[src/rtl/synth_ctl_pkg.sv]
package synth_ctl_pkg;
    localparam int DATA_BYTES = 4;
    localparam int STAGE_W    = DATA_BYTES * 8;
    localparam int MAIN_W     = 17;
    localparam logic [2:0] ADC_MAX = 3'd4;

    typedef enum logic [2:0] {
        ST_IDLE, ST_RX, ST_ACK_WAIT, ST_ACK_HOLD, ST_TX, ST_TX_ACK
    } fr_state_e;

    typedef struct packed {
        fr_state_e          state;
        logic [2:0]         bitcnt;
        logic [2:0]         bytecnt;
        logic [7:0]         sh;
        logic [STAGE_W-1:0] stage;
        logic               full;
        logic               rw;
        logic               nack;
        logic               oe;
        logic               commit;
        logic               rd_done;
        logic               scl_p;
        logic               sda_p;
    } fr_regs_t;

    typedef struct packed {
        logic [MAIN_W-1:0] main_ratio;
        logic [3:0]        ref_sel;
        logic [1:0]        pump_sel;
        logic              prescale_en;
        logic [1:0]        refout_sel;
        logic [1:0]        test_sel;
        logic [3:0]        port_out;
    } ctl_fields_t;
endpackage

[src/rtl/synth_ctl_sync.sv]
module synth_ctl_sync #(
    parameter int W      = 2,
    parameter int STAGES = 2
) (
    input  logic         clk,
    input  logic         rst_n,
    input  logic [W-1:0] din,
    output logic [W-1:0] dout
);
    for (genvar g = 0; g < W; g++) begin : g_line
        logic [STAGES-1:0] pipe_q;
        always_ff @(posedge clk or negedge rst_n) begin
            if (!rst_n) pipe_q <= '1;
            else        pipe_q <= {pipe_q[STAGES-2:0], din[g]};
        end
        assign dout[g] = pipe_q[STAGES-1];
    end
endmodule

[src/rtl/synth_ctl_frame.sv]
module synth_ctl_frame
    import synth_ctl_pkg::*;
#(
    parameter logic [6:0] ADDR_BASE = 7'b1100000
) (
    input  logic               clk,
    input  logic               rst_n,
    input  logic               scl,
    input  logic               sda,
    input  logic [1:0]         strap,
    input  logic [7:0]         status,
    output logic               sda_oe,
    output logic               commit,
    output logic               rd_done,
    output logic [STAGE_W-1:0] stage
);
    fr_regs_t q, d;
    logic scl_rise, scl_fall, start_c, stop_c;
    logic [6:0] my_addr;
    logic [7:0] byte_w;

    always_comb begin
        scl_rise = scl & ~q.scl_p;
        scl_fall = ~scl & q.scl_p;
        start_c  = scl & q.scl_p & q.sda_p & ~sda;
        stop_c   = scl & q.scl_p & ~q.sda_p & sda;
        my_addr  = {ADDR_BASE[6:2], strap};
        byte_w   = {q.sh[6:0], sda};

        d         = q;
        d.commit  = 1'b0;
        d.rd_done = 1'b0;
        d.scl_p   = scl;
        d.sda_p   = sda;

        if (start_c) begin
            d.state   = ST_RX;
            d.bitcnt  = '0;
            d.bytecnt = '0;
            d.full    = 1'b0;
            d.rw      = 1'b0;
            d.oe      = 1'b0;
        end else if (stop_c) begin
            d.state  = ST_IDLE;
            d.oe     = 1'b0;
            d.commit = q.full & ~q.rw;
            d.full   = 1'b0;
        end else begin
            case (q.state)
                ST_RX: if (scl_rise) begin
                    d.sh = byte_w;
                    if (q.bitcnt == 3'd7) begin
                        d.bitcnt = '0;
                        if (q.bytecnt == 3'd0) begin
                            if (byte_w[7:1] == my_addr) begin
                                d.rw    = byte_w[0];
                                d.state = ST_ACK_WAIT;
                            end else begin
                                d.state = ST_IDLE;
                            end
                        end else if (q.bytecnt <= 3'(DATA_BYTES)) begin
                            for (int i = 0; i < DATA_BYTES; i++) begin
                                if (q.bytecnt == 3'(i + 1))
                                    d.stage[(DATA_BYTES-1-i)*8 +: 8] = byte_w;
                            end
                            if (q.bytecnt == 3'(DATA_BYTES)) d.full = 1'b1;
                            d.state = ST_ACK_WAIT;
                        end else begin
                            d.state = ST_IDLE;
                        end
                        d.bytecnt = q.bytecnt + 3'd1;
                    end else begin
                        d.bitcnt = q.bitcnt + 3'd1;
                    end
                end
                ST_ACK_WAIT: if (scl_fall) begin
                    d.oe    = 1'b1;
                    d.state = ST_ACK_HOLD;
                end
                ST_ACK_HOLD: if (scl_fall) begin
                    d.bitcnt = '0;
                    if (q.rw) begin
                        d.state = ST_TX;
                        d.sh    = status;
                        d.oe    = ~status[7];
                    end else begin
                        d.state = ST_RX;
                        d.oe    = 1'b0;
                    end
                end
                ST_TX: if (scl_fall) begin
                    if (q.bitcnt == 3'd7) begin
                        d.oe      = 1'b0;
                        d.state   = ST_TX_ACK;
                        d.rd_done = 1'b1;
                    end else begin
                        d.sh     = {q.sh[6:0], 1'b0};
                        d.oe     = ~q.sh[6];
                        d.bitcnt = q.bitcnt + 3'd1;
                    end
                end
                ST_TX_ACK: begin
                    if (scl_rise) d.nack = sda;
                    if (scl_fall) begin
                        if (!q.nack) begin
                            d.state  = ST_TX;
                            d.sh     = status;
                            d.oe     = ~status[7];
                            d.bitcnt = '0;
                        end else begin
                            d.state = ST_IDLE;
                        end
                    end
                end
                default: ;
            endcase
        end
    end

    always_ff @(posedge clk or negedge rst_n) begin
        if (!rst_n) begin
            q       <= '0;
            q.state <= ST_IDLE;
            q.scl_p <= 1'b1;
            q.sda_p <= 1'b1;
        end else begin
            q <= d;
        end
    end

    assign sda_oe  = q.oe;
    assign commit  = q.commit;
    assign rd_done = q.rd_done;
    assign stage   = q.stage;
endmodule

[src/rtl/synth_ctl_regs.sv]
module synth_ctl_regs
    import synth_ctl_pkg::*;
(
    input  logic               clk,
    input  logic               rst_n,
    input  logic               commit,
    input  logic               rd_done,
    input  logic [STAGE_W-1:0] stage,
    input  logic [2:0]         port_in,
    input  logic [2:0]         adc_level,
    input  logic               lock_i,
    output ctl_fields_t        fields,
    output logic               por_flag,
    output logic [7:0]         status
);
    ctl_fields_t fields_d, fields_q;
    logic        por_d, por_q;
    logic [2:0]  adc_sat;

    always_comb begin
        fields_d = fields_q;
        por_d    = por_q;
        if (commit) begin
            fields_d.main_ratio  = stage[31:15];
            fields_d.pump_sel    = stage[14:13];
            fields_d.prescale_en = stage[12];
            fields_d.ref_sel     = stage[11:8];
            fields_d.port_out    = stage[7:4];
            fields_d.refout_sel  = stage[3:2];
            fields_d.test_sel    = stage[1:0];
        end
        if (rd_done) por_d = 1'b0;
        adc_sat = (adc_level > ADC_MAX) ? ADC_MAX : adc_level;
        status  = {por_q, lock_i, adc_sat, port_in};
    end

    always_ff @(posedge clk or negedge rst_n) begin
        if (!rst_n) begin
            fields_q <= '0;
            por_q    <= 1'b1;
        end else begin
            fields_q <= fields_d;
            por_q    <= por_d;
        end
    end

    assign fields   = fields_q;
    assign por_flag = por_q;
endmodule

[src/rtl/synth_ctl_i2c.sv]
module synth_ctl_i2c
    import synth_ctl_pkg::*;
#(
    parameter logic [6:0] ADDR_BASE   = 7'b1100000,
    parameter int         SYNC_STAGES = 2
) (
    input  logic        clk,
    input  logic        rst_n,
    input  logic        scl_i,
    input  logic        sda_i,
    output logic        sda_oe,
    input  logic [1:0]  addr_strap,
    input  logic [2:0]  port_in,
    input  logic [2:0]  adc_level,
    input  logic        lock_i,
    output logic [16:0] main_ratio,
    output logic [3:0]  ref_sel,
    output logic [1:0]  pump_sel,
    output logic        prescale_en,
    output logic [1:0]  refout_sel,
    output logic [1:0]  test_sel,
    output logic [3:0]  port_out
);
    logic [1:0]         line_s;
    logic               commit, rd_done, por_flag;
    logic [STAGE_W-1:0] stage;
    logic [7:0]         status_byte;
    ctl_fields_t        fields;

    synth_ctl_sync #(.W(2), .STAGES(SYNC_STAGES)) u_sync (
        .clk(clk), .rst_n(rst_n), .din({scl_i, sda_i}), .dout(line_s)
    );

    synth_ctl_frame #(.ADDR_BASE(ADDR_BASE)) u_frame (
        .clk(clk), .rst_n(rst_n), .scl(line_s[1]), .sda(line_s[0]),
        .strap(addr_strap), .status(status_byte), .sda_oe(sda_oe),
        .commit(commit), .rd_done(rd_done), .stage(stage)
    );

    synth_ctl_regs u_regs (
        .clk(clk), .rst_n(rst_n), .commit(commit), .rd_done(rd_done),
        .stage(stage), .port_in(port_in), .adc_level(adc_level),
        .lock_i(lock_i), .fields(fields), .por_flag(por_flag),
        .status(status_byte)
    );

    assign main_ratio  = fields.main_ratio;
    assign ref_sel     = fields.ref_sel;
    assign pump_sel    = fields.pump_sel;
    assign prescale_en = fields.prescale_en;
    assign refout_sel  = fields.refout_sel;
    assign test_sel    = fields.test_sel;
    assign port_out    = fields.port_out;
endmodule

[config.mk]
export PLATFORM = sky130hd
export DESIGN_NAME = synth_ctl_i2c
export DESIGN_NICKNAME = d
export VERILOG_FILES = /design/src/rtl/synth_ctl_pkg.sv /design/src/rtl/synth_ctl_sync.sv /design/src/rtl/synth_ctl_frame.sv /design/src/rtl/synth_ctl_regs.sv /design/src/rtl/synth_ctl_i2c.sv
export SDC_FILE = /design/constraint.sdc
export NUM_CORES = 1
export LEC_CHECK = 0
export CAP_MARGIN = 20
export CORE_MARGIN = 2
export CORE_UTILIZATION = 28
export DETAILED_ROUTE_END_ITERATION = 8
export DONT_BUFFER_PORTS = 1
export PLACE_DENSITY = 0.49
export SLEW_MARGIN = 20
export SYNTH_ARGS = -nofsm -noshare
export SYNTH_HDL_FRONTEND = slang
export SYNTH_SLANG_ARGS = --single-unit
[constraint.sdc]
create_clock -name clk -period 4.3 [get_ports clk]
set_clock_uncertainty 0.1 [all_clocks]
set_input_delay 0.43 -clock clk [delete_from_list [all_inputs] [get_ports clk]]
set_output_delay 0.43 -clock clk [all_outputs]
set_load 0.02 [all_outputs]
==> impl_results.md, run 1 <==
* Min-delay src: lock_i
* Post-DRT Antenna Nets at 0
* Startpoint type of the worst setup path: flop
* Synth Area per Inst at about 14 um^2
* Setup Crit Path Kind: reg -> reg
* Overflow after GRT at 0
* End of the worst register-to-register path: u_frame.byte_w[1]$_DFFE_PN0P_
* Die Y at 124.9 um
* Register area share after synthesis at around 57%
* Hold path endpoint: u_frame.byte_w[7]$_DFFE_PN0P_
* Worst path max stage delay at 680 ps
* Non-Filler Cell Area, Final at 4668 um^2
* Max-slew violations at 0
* Layout area overhead at 14.13%
* CP endpoint kind: flop
* Largest net degree at the start of global routing at 94
* Number of global-route vias before repair at 2457
* Placer Congestion at 0.8295
* Reg-to-Reg Start: u_frame.q[56]$_DFFE_PN0P_
* Power per cell area at 394.5 nW/um^2
* H-tree levels at 3
* Synth top area share at about 53%
* Total Wirelength at 8.576 mm
* First-pass GRT wire length at 14.20 mm
* Fmax at 450.0 MHz
* Share of cells above drive strength 1 at 35.35%
* Synth top area cells: dfrtp_1 (53%), mux2_2 (20%), dfstp_2 (4.5%)
* Worst VDD drop at 0.1826 mV
* Most frequent cell after synthesis: dfrtp_1
* R2r setup slk at 2080 ps
* Post-synth cell types at 53
* RSZ-0062 raised after global routing: false
* Max FO, Critical Path at 14
* Longest Clk Path Bufs at 2
* Avg WL per Cell at 17.22 um
* N_diodes at 0
* Hold path depth at 2
* Initial antenna violation count at 0
* Yosys reg bits at 93
* DPL Wire Length at 5.650 mm
* Yosys Warn Count at 0
* DIE AREA at approximately 16000 um^2
* Worst slew pin tran at about 530 ps
* CTS clk-pin slew, worst paths at 70 ps
* HP Class: in -> reg
* Post-synth EDFFs at 0
* CTS root buf: clkbuf_16
* Initial Utilization at between 20% and 30%
* Crit path max-delay family: compound AO/OA/AOI/OAI gates
* CORE AREA at 14420 um^2
* Nets at 332
* Die Wd at 124.9 um
* Post-synth top cells: dfrtp_1 (86), mux2_2 (72), nor2_1 (15), nand2_1 (11)
* DRT Pass-1 Iters at 4
* Clock sinks at 93
* Worst slew margin at 64.80%
* Critical path buffers and inverters at 1
* TNS Setup at 0 ps
* Post-CTS setup buffer count at 0
* Async S/R FF share, synth at 100.0%
* Minimum clock period at 2222 ps
* Mapped Nets at 325
* Post-synth top flop: dfrtp_1
* Final hold violation count at 0
* WP data arrival at 2350 ps
* Max cap viols at 0
* Worst skew pair latency at around 340 ps
* Final setup viols at 0
* Total Routing Usage GR at 11.70%
* Layout Cells excl Fill at 498
* Setup ws final at 2078 ps
* Placed inst area at 4287 um^2
* CTS tree: done
* DRT iter0 DRCs at 134
* DRC viols at 0
* Yosys top cell by area: dfrtp_1
* IO Port Bufs at 0
* CP max stage cell: dfrtp_1
* Tcrit/Tclk final at 51.68%
* Via count at 2393
* CTS Buf Count at 9
* Setup WS pre-CTS at 2113 ps
* Status: completed
* Syn Inst Count at 302
* Top Ports at 46
* Drt via density at 4.805
* Post-layout util at 32.36%
* Placed cells at 478
* Mapped Area at 4090 um^2
* Worst r2r path cells at 5
* CP required at 4430 ps
* Pleak at around 0.0022 uW
* Row count at 44
* Cell Chain, Critical Path: inv_1 -> o21ai_0 -> o221ai_2 -> a31oi_4 -> mux2_2
-- layout make-up --
cell class,instances,area [um^2]
Clock buffer,10,229.0
Clock inverter,6,95.09
Fill cell,1417,9756
Inverter,9,33.78
Multi-Input combinational cell,191,1679
Sequential cell,93,2336
Tap cell,184,230.2
Timing Repair Buffer,5,65.06
-- where the power goes --
group	switching [uW]	leakage, uW	total (uW)	internal [uW]
clock	349	0.000157	863	515
sequential	19.3	0.00127	908	888
combinational	42.3	0.000803	70.5	28.3
total	410	0.00223	1840	1430
-- metrics by stage --
stage | hold slack (ps) | power, uW
floorplan | 34.41 | 959.0
global placement | 36.10 | 973.6
detailed placement | 35.82 | 974.0
CTS | 233.5 | 1870
global route | 234.5 | 1921
finish | 244.1 | 1842
-- flip-flops by register name (all words and copies together), names as in the netlist --
| register | count |
|---|---|
| u_frame.commit | 1 |
| u_frame.stage | 32 |
| u_regs.por_flag | 1 |
| u_frame.rd_done | 1 |
| u_frame.sda_oe | 1 |
| u_sync.g_line.pipe_q | 4 |
| u_regs.fields | 32 |
| u_frame.byte_w | 7 |
| u_frame.q | 14 |
-- logic make-up after synthesis --
logic type | after synthesis | share of synthesized area (%)
DFF | 93 | 57.11
muxes | 74 | 20.31
and+or+nand+nor | 63 | 9.300
AOI/OAI and AO/OA | 41 | 7.740
buffers and inverters | 18 | 1.835
adders and majority gates | 10 | 3.059
xor gates and xnor gates | 3 | 0.6425
-- cells in the final DEF, fill, tap and decap left out, types with 3 or more instances in the layout --
master | netlist | layout
nand3_1 | 10 | 10
ha_1 | 10 | 10
clkbuf_16 | 0 | 9
nor2_1 | 15 | 15
dlygate4sd3_1 | 0 | 3
nor2b_1 | 3 | 3
inv_1 | 9 | 9
nand2b_1 | 3 | 3
nand2_1 | 11 | 11
mux2_2 | 72 | 72
xnor2_1 | 3 | 3
dfrtp_1 | 86 | 86
dfstp_2 | 7 | 7
clkinv_4 | 0 | 3
o21ai_0 | 8 | 8
a21oi_1 | 6 | 6
a22o_1 | 6 | 6
-- worst register-to-register path, delay by kind of cell, from the launching register on --
family | cells | cell delay [ps]
compound gates | 3 | 800
flops | 1 | 680
mux | 1 | 380
buf+inv | 1 | 150
-- worst max-delay path by stage --
stage | cells past startpoint | startpoint | end
floorplan | 7 | u_frame.q[51]$_DFFE_PN0P_ | u_frame.byte_w[1]$_DFFE_PN0P_
global route | 5 | u_frame.q[56]$_DFFE_PN0P_ | u_frame.byte_w[2]$_DFFE_PN0P_
global placement | 6 | u_frame.q[51]$_DFFE_PN0P_ | u_frame.byte_w[4]$_DFFE_PN0P_
finish | 5 | u_frame.q[56]$_DFFE_PN0P_ | u_frame.byte_w[1]$_DFFE_PN0P_
detailed placement | 6 | u_frame.q[51]$_DFFE_PN0P_ | u_frame.byte_w[2]$_DFFE_PN0P_
CTS | 6 | u_frame.q[51]$_DFFE_PN0P_ | u_frame.byte_w[2]$_DFFE_PN0P_
-- layer usage --
layer | routed length [um] | vias up | share of wire, % | global-route usage (%)
li1 | - | 1106 | - | -
met1 | 3986 | 1226 | 46 | 15.61
met2 | 4050 | 49 | 47 | 17.94
met3 | 403 | 12 | 4.7 | 3.737
met4 | 136 | 0 | 1.6 | 4.118
met5 | 0 | - | 0 | 0
-- repair_timing --
| action | CTS | global route |
|---|---|---|
| endpoints found under the setup margin | 0 | 0 |
| hold buffers | 4 | 0 |
| endpoints found under the hold margin | 95 | 0 |
| gates resized for setup | 0 | 0 |
(Power assumes the default switching activity.)
==> run 2: changes to the inputs <==
--- a/config.mk
+++ b/config.mk
@@ -10,7 +10,7 @@
 export CORE_UTILIZATION = 28
 export DETAILED_ROUTE_END_ITERATION = 8
 export DONT_BUFFER_PORTS = 1
-export PLACE_DENSITY = 0.49
+export PLACE_DENSITY = 0.51
 export SLEW_MARGIN = 20
 export SYNTH_ARGS = -nofsm -noshare
 export SYNTH_HDL_FRONTEND = slang
==> constraint.sdc (replaced) <==
create_clock -name clk -period 1.9 [get_ports clk]
set_clock_uncertainty 0.1 [all_clocks]
set_input_delay 0.19 -clock clk [delete_from_list [all_inputs] [get_ports clk]]
set_output_delay 0.19 -clock clk [all_outputs]
set_load 0.02 [all_outputs]
==> impl_results.md, run 2 (same netlist as run 1, synthesis figures left out) <==
* Pleak at 0.002403 uW (+7.8%)
* Share of power burned in the clock network at 43.8% (-3.1 points)
* Final hold violation count at 93 (+93)
* Longest Clk Path Bufs at 2 (unchanged)
* Post-layout util at 35.19% (+2.8 points)
* Die Wd at 124.9 um (unchanged)
* First-pass GRT wire length at 14.74 mm (+3.8%)
* CTS Hold Buffers Added at 2 (-2)
* Fmax at 528.8 MHz (+18%)
* Max FO, Critical Path at 8 (-6)
* Row count at 44 (unchanged)
* Post-DRT Antenna Nets at 0 (unchanged)
* Worst slew margin at 68.93% (+4.1 points)
* Commonest cells after routing, fill and taps aside: dfrtp_1 (84), mux2_2 (65), buf_4 (39), nor2_1 (13), nand2_1 (11)
* CORE AREA at 14420 um^2 (unchanged)
* Status: complete, but fails checks
* Commonest non-fill, non-tap cell in the layout: dfrtp_1
* Max-slew violations at 0 (unchanged)
* Setup ws final at 8.774 ps (-2069 ps)
* CP required at 2020 ps (-2410 ps)
* Tcrit/Tclk final at 99.54% (+48 points)
* Reg-to-Reg Start: u_sync.g_line[1].pipe_q[1]$_DFF_PN1_
* Number of global-route vias before repair at 2693 (+9.6%)
* Sequential Power Share at 51.1% (+1.8 points)
* CP endpoint kind: flop
* Cell Chain, Critical Path: nor3b_4 -> and3_4 -> and3_4 -> nand2_8 -> mux2_2
* CTS clk-pin slew, worst paths at 70 ps (about the same)
* Setup WS pre-CTS at -151.0 ps (-2264 ps)
* Sw Pwr at 950.7 uW (+130%)
* Final total power at 3987 uW (+120%)
* Setup Crit Path Kind: reg -> reg
* Startpoint type of the worst setup path: flop
* End of the worst register-to-register path: u_frame.stage[30]$_DFFE_PN0P_
* Nets at 370 (+11%)
* Final setup viols at 0 (unchanged)
* Worst VDD drop at 0.3923 mV (+110%)
* Placer Congestion at 0.8693 (+4.8%)
* Setup crit start: u_sync.g_line[1].pipe_q[1]$_DFF_PN1_
* Tightest hold margin at -555.1 ps (-799.2 ps)
* Crit path top cell by count: and3_4
* Share of cells above drive strength 1 at 48.01% (+13 points)
* TNS Setup at 0 ps (unchanged)
* Total Routing Usage GR at 12.11% (+0.42 points)
* Drt via density at 4.674 (-2.7%)
* Pint at 3036 uW (+110%)
* Top Ports at 46 (unchanged)
* Initial Utilization at 28.36% (unchanged)
* Worst Setup EP: u_frame.stage[30]$_DFFE_PN0P_
* CTS tree: done
* DRC viols at 0 (unchanged)
* Largest net degree at the start of global routing at 94 (unchanged)
* Layout area overhead at 24.11%
* Minimum clock period at 1891 ps (-331.1 ps)
* Switching Fraction at 23.85% (+1.6 points)
* H-tree levels at 3 (unchanged)
* Clock sinks at 93 (unchanged)
* RSZ-0062 raised after global routing: true
* FILL cells at 1420 (+0.21%)
* Worst slew pin tran at 463.6 ps (-64.44 ps)
* Die Y at 124.9 um (unchanged)
* Avg WL per Cell at 17.21 um (about the same)
* CTS Buf Count at 9 (unchanged)
* Failing checks: negative hold slack
* DRT iter0 DRCs at 87 (-35%)
* Initial antenna violation count at 0 (unchanged)
* Gate power share at 5.0% (+1.2 points)
* Worst path max stage delay at 530 ps (-150 ps)
* CP max stage cell: dfstp_2
* Worst skew pair latency at 340 ps (about the same)
* Worst r2r path cells at 5 (unchanged)
* Max cap viols at 0 (unchanged)
* DRT Pass-1 Iters at 4 (unchanged)
* N_diodes at 0 (unchanged)
* IO Port Bufs at 0 (unchanged)
* CTS root buf: clkbuf_16
* WP data arrival at 2010 ps (-340 ps)
* Total Wirelength at 9.222 mm (+7.5%)
* HP Class: in -> async
* DIE AREA at 15590 um^2 (unchanged)
* Power per cell area at 785.4 nW/um^2 (+99%)
* DPL Wire Length at 6.464 mm (+14%)
* Via count at 2505 (+4.7%)
* R2r setup slk at 9 ps (-2070 ps)
* Overflow after GRT at 0 (unchanged)
-- run 2: how the worst min path moves through the flow --
stage | startpoint | end | slack (ps)
floorplan | rst_n | u_frame.byte_w[1]$_DFFE_PN0P_ | -210
global placement | rst_n | u_frame.sda_oe$_DFFE_PN0P_ | -200
detailed placement | rst_n | u_frame.sda_oe$_DFFE_PN0P_ | -200
CTS | rst_n | u_frame.sda_oe$_DFFE_PN0P_ | -570
global route | rst_n | u_frame.sda_oe$_DFFE_PN0P_ | -580
finish | rst_n | u_frame.sda_oe$_DFFE_PN0P_ | -560
-- run 2: power groups by stage --
| stage | clock (uW) | sequential (uW) | combinational (uW) |
|---|---|---|---|
| after global placement | 0 | 2070 | 190 |
| after global routing | 1900 | 2040 | 220 |
| after floorplan | 0 | 2070 | 116 |
| final | 1750 | 2040 | 201 |
| after CTS | 1810 | 2040 | 202 |
| after detailed placement | 0 | 2080 | 192 |
-- run 2: area by class of cell --
class                   count  area [um^2]  share of cell area [%]
clock buffers               9        225.2                   4.437
flip-flops and latches     93         2338                   46.07
repair buffers             43        344.1                   6.778
clock inverters             7        70.07                   1.380
multi-input cells         191         1834                   36.14
inverters                   9        33.78                  0.6655
well taps                 184        230.2                   4.535
-- run 2: metal layers --
layer / global-route usage [%] / part of all wire [%] / up-vias
li1: - / - / 1181
met1: 14.93 / 43 / 1267
met2: 20.22 / 50 / 46
met3: 4.253 / 5.5 / 11
met4: 3.268 / 1.5 / 0
met5: 0 / 0 / -
-- run 2: critical path, delay by kind of cell, from the launching register on --
kind             cells  cell delay (ps)
DFF                  1              530
muxes                1              290
and+or+nand+nor      4              850
-- run 2: timing repair --
action / 4_1_cts / 5_1_grt
endpoints found under the setup margin: 33 / 38
endpoints found under the hold margin: 95 / 93
gates cloned: 0 / 0
setup buffers: 1 / 2
pin swaps: 3 / 4
resized for setup: 13 / 13
-- run 2: metrics by stage --
| step | instances | area (um^2) |
|---|---|---|
| 3_5_place_dp | 515 | 4634 |
| 5_1_grt | 536 | 5076 |
| 6_report | 536 | 5076 |
| 4_1_cts | 534 | 5020 |
| 3_3_place_gp | 515 | 4634 |
| 2_1_floorplan | 302 | 4156 |
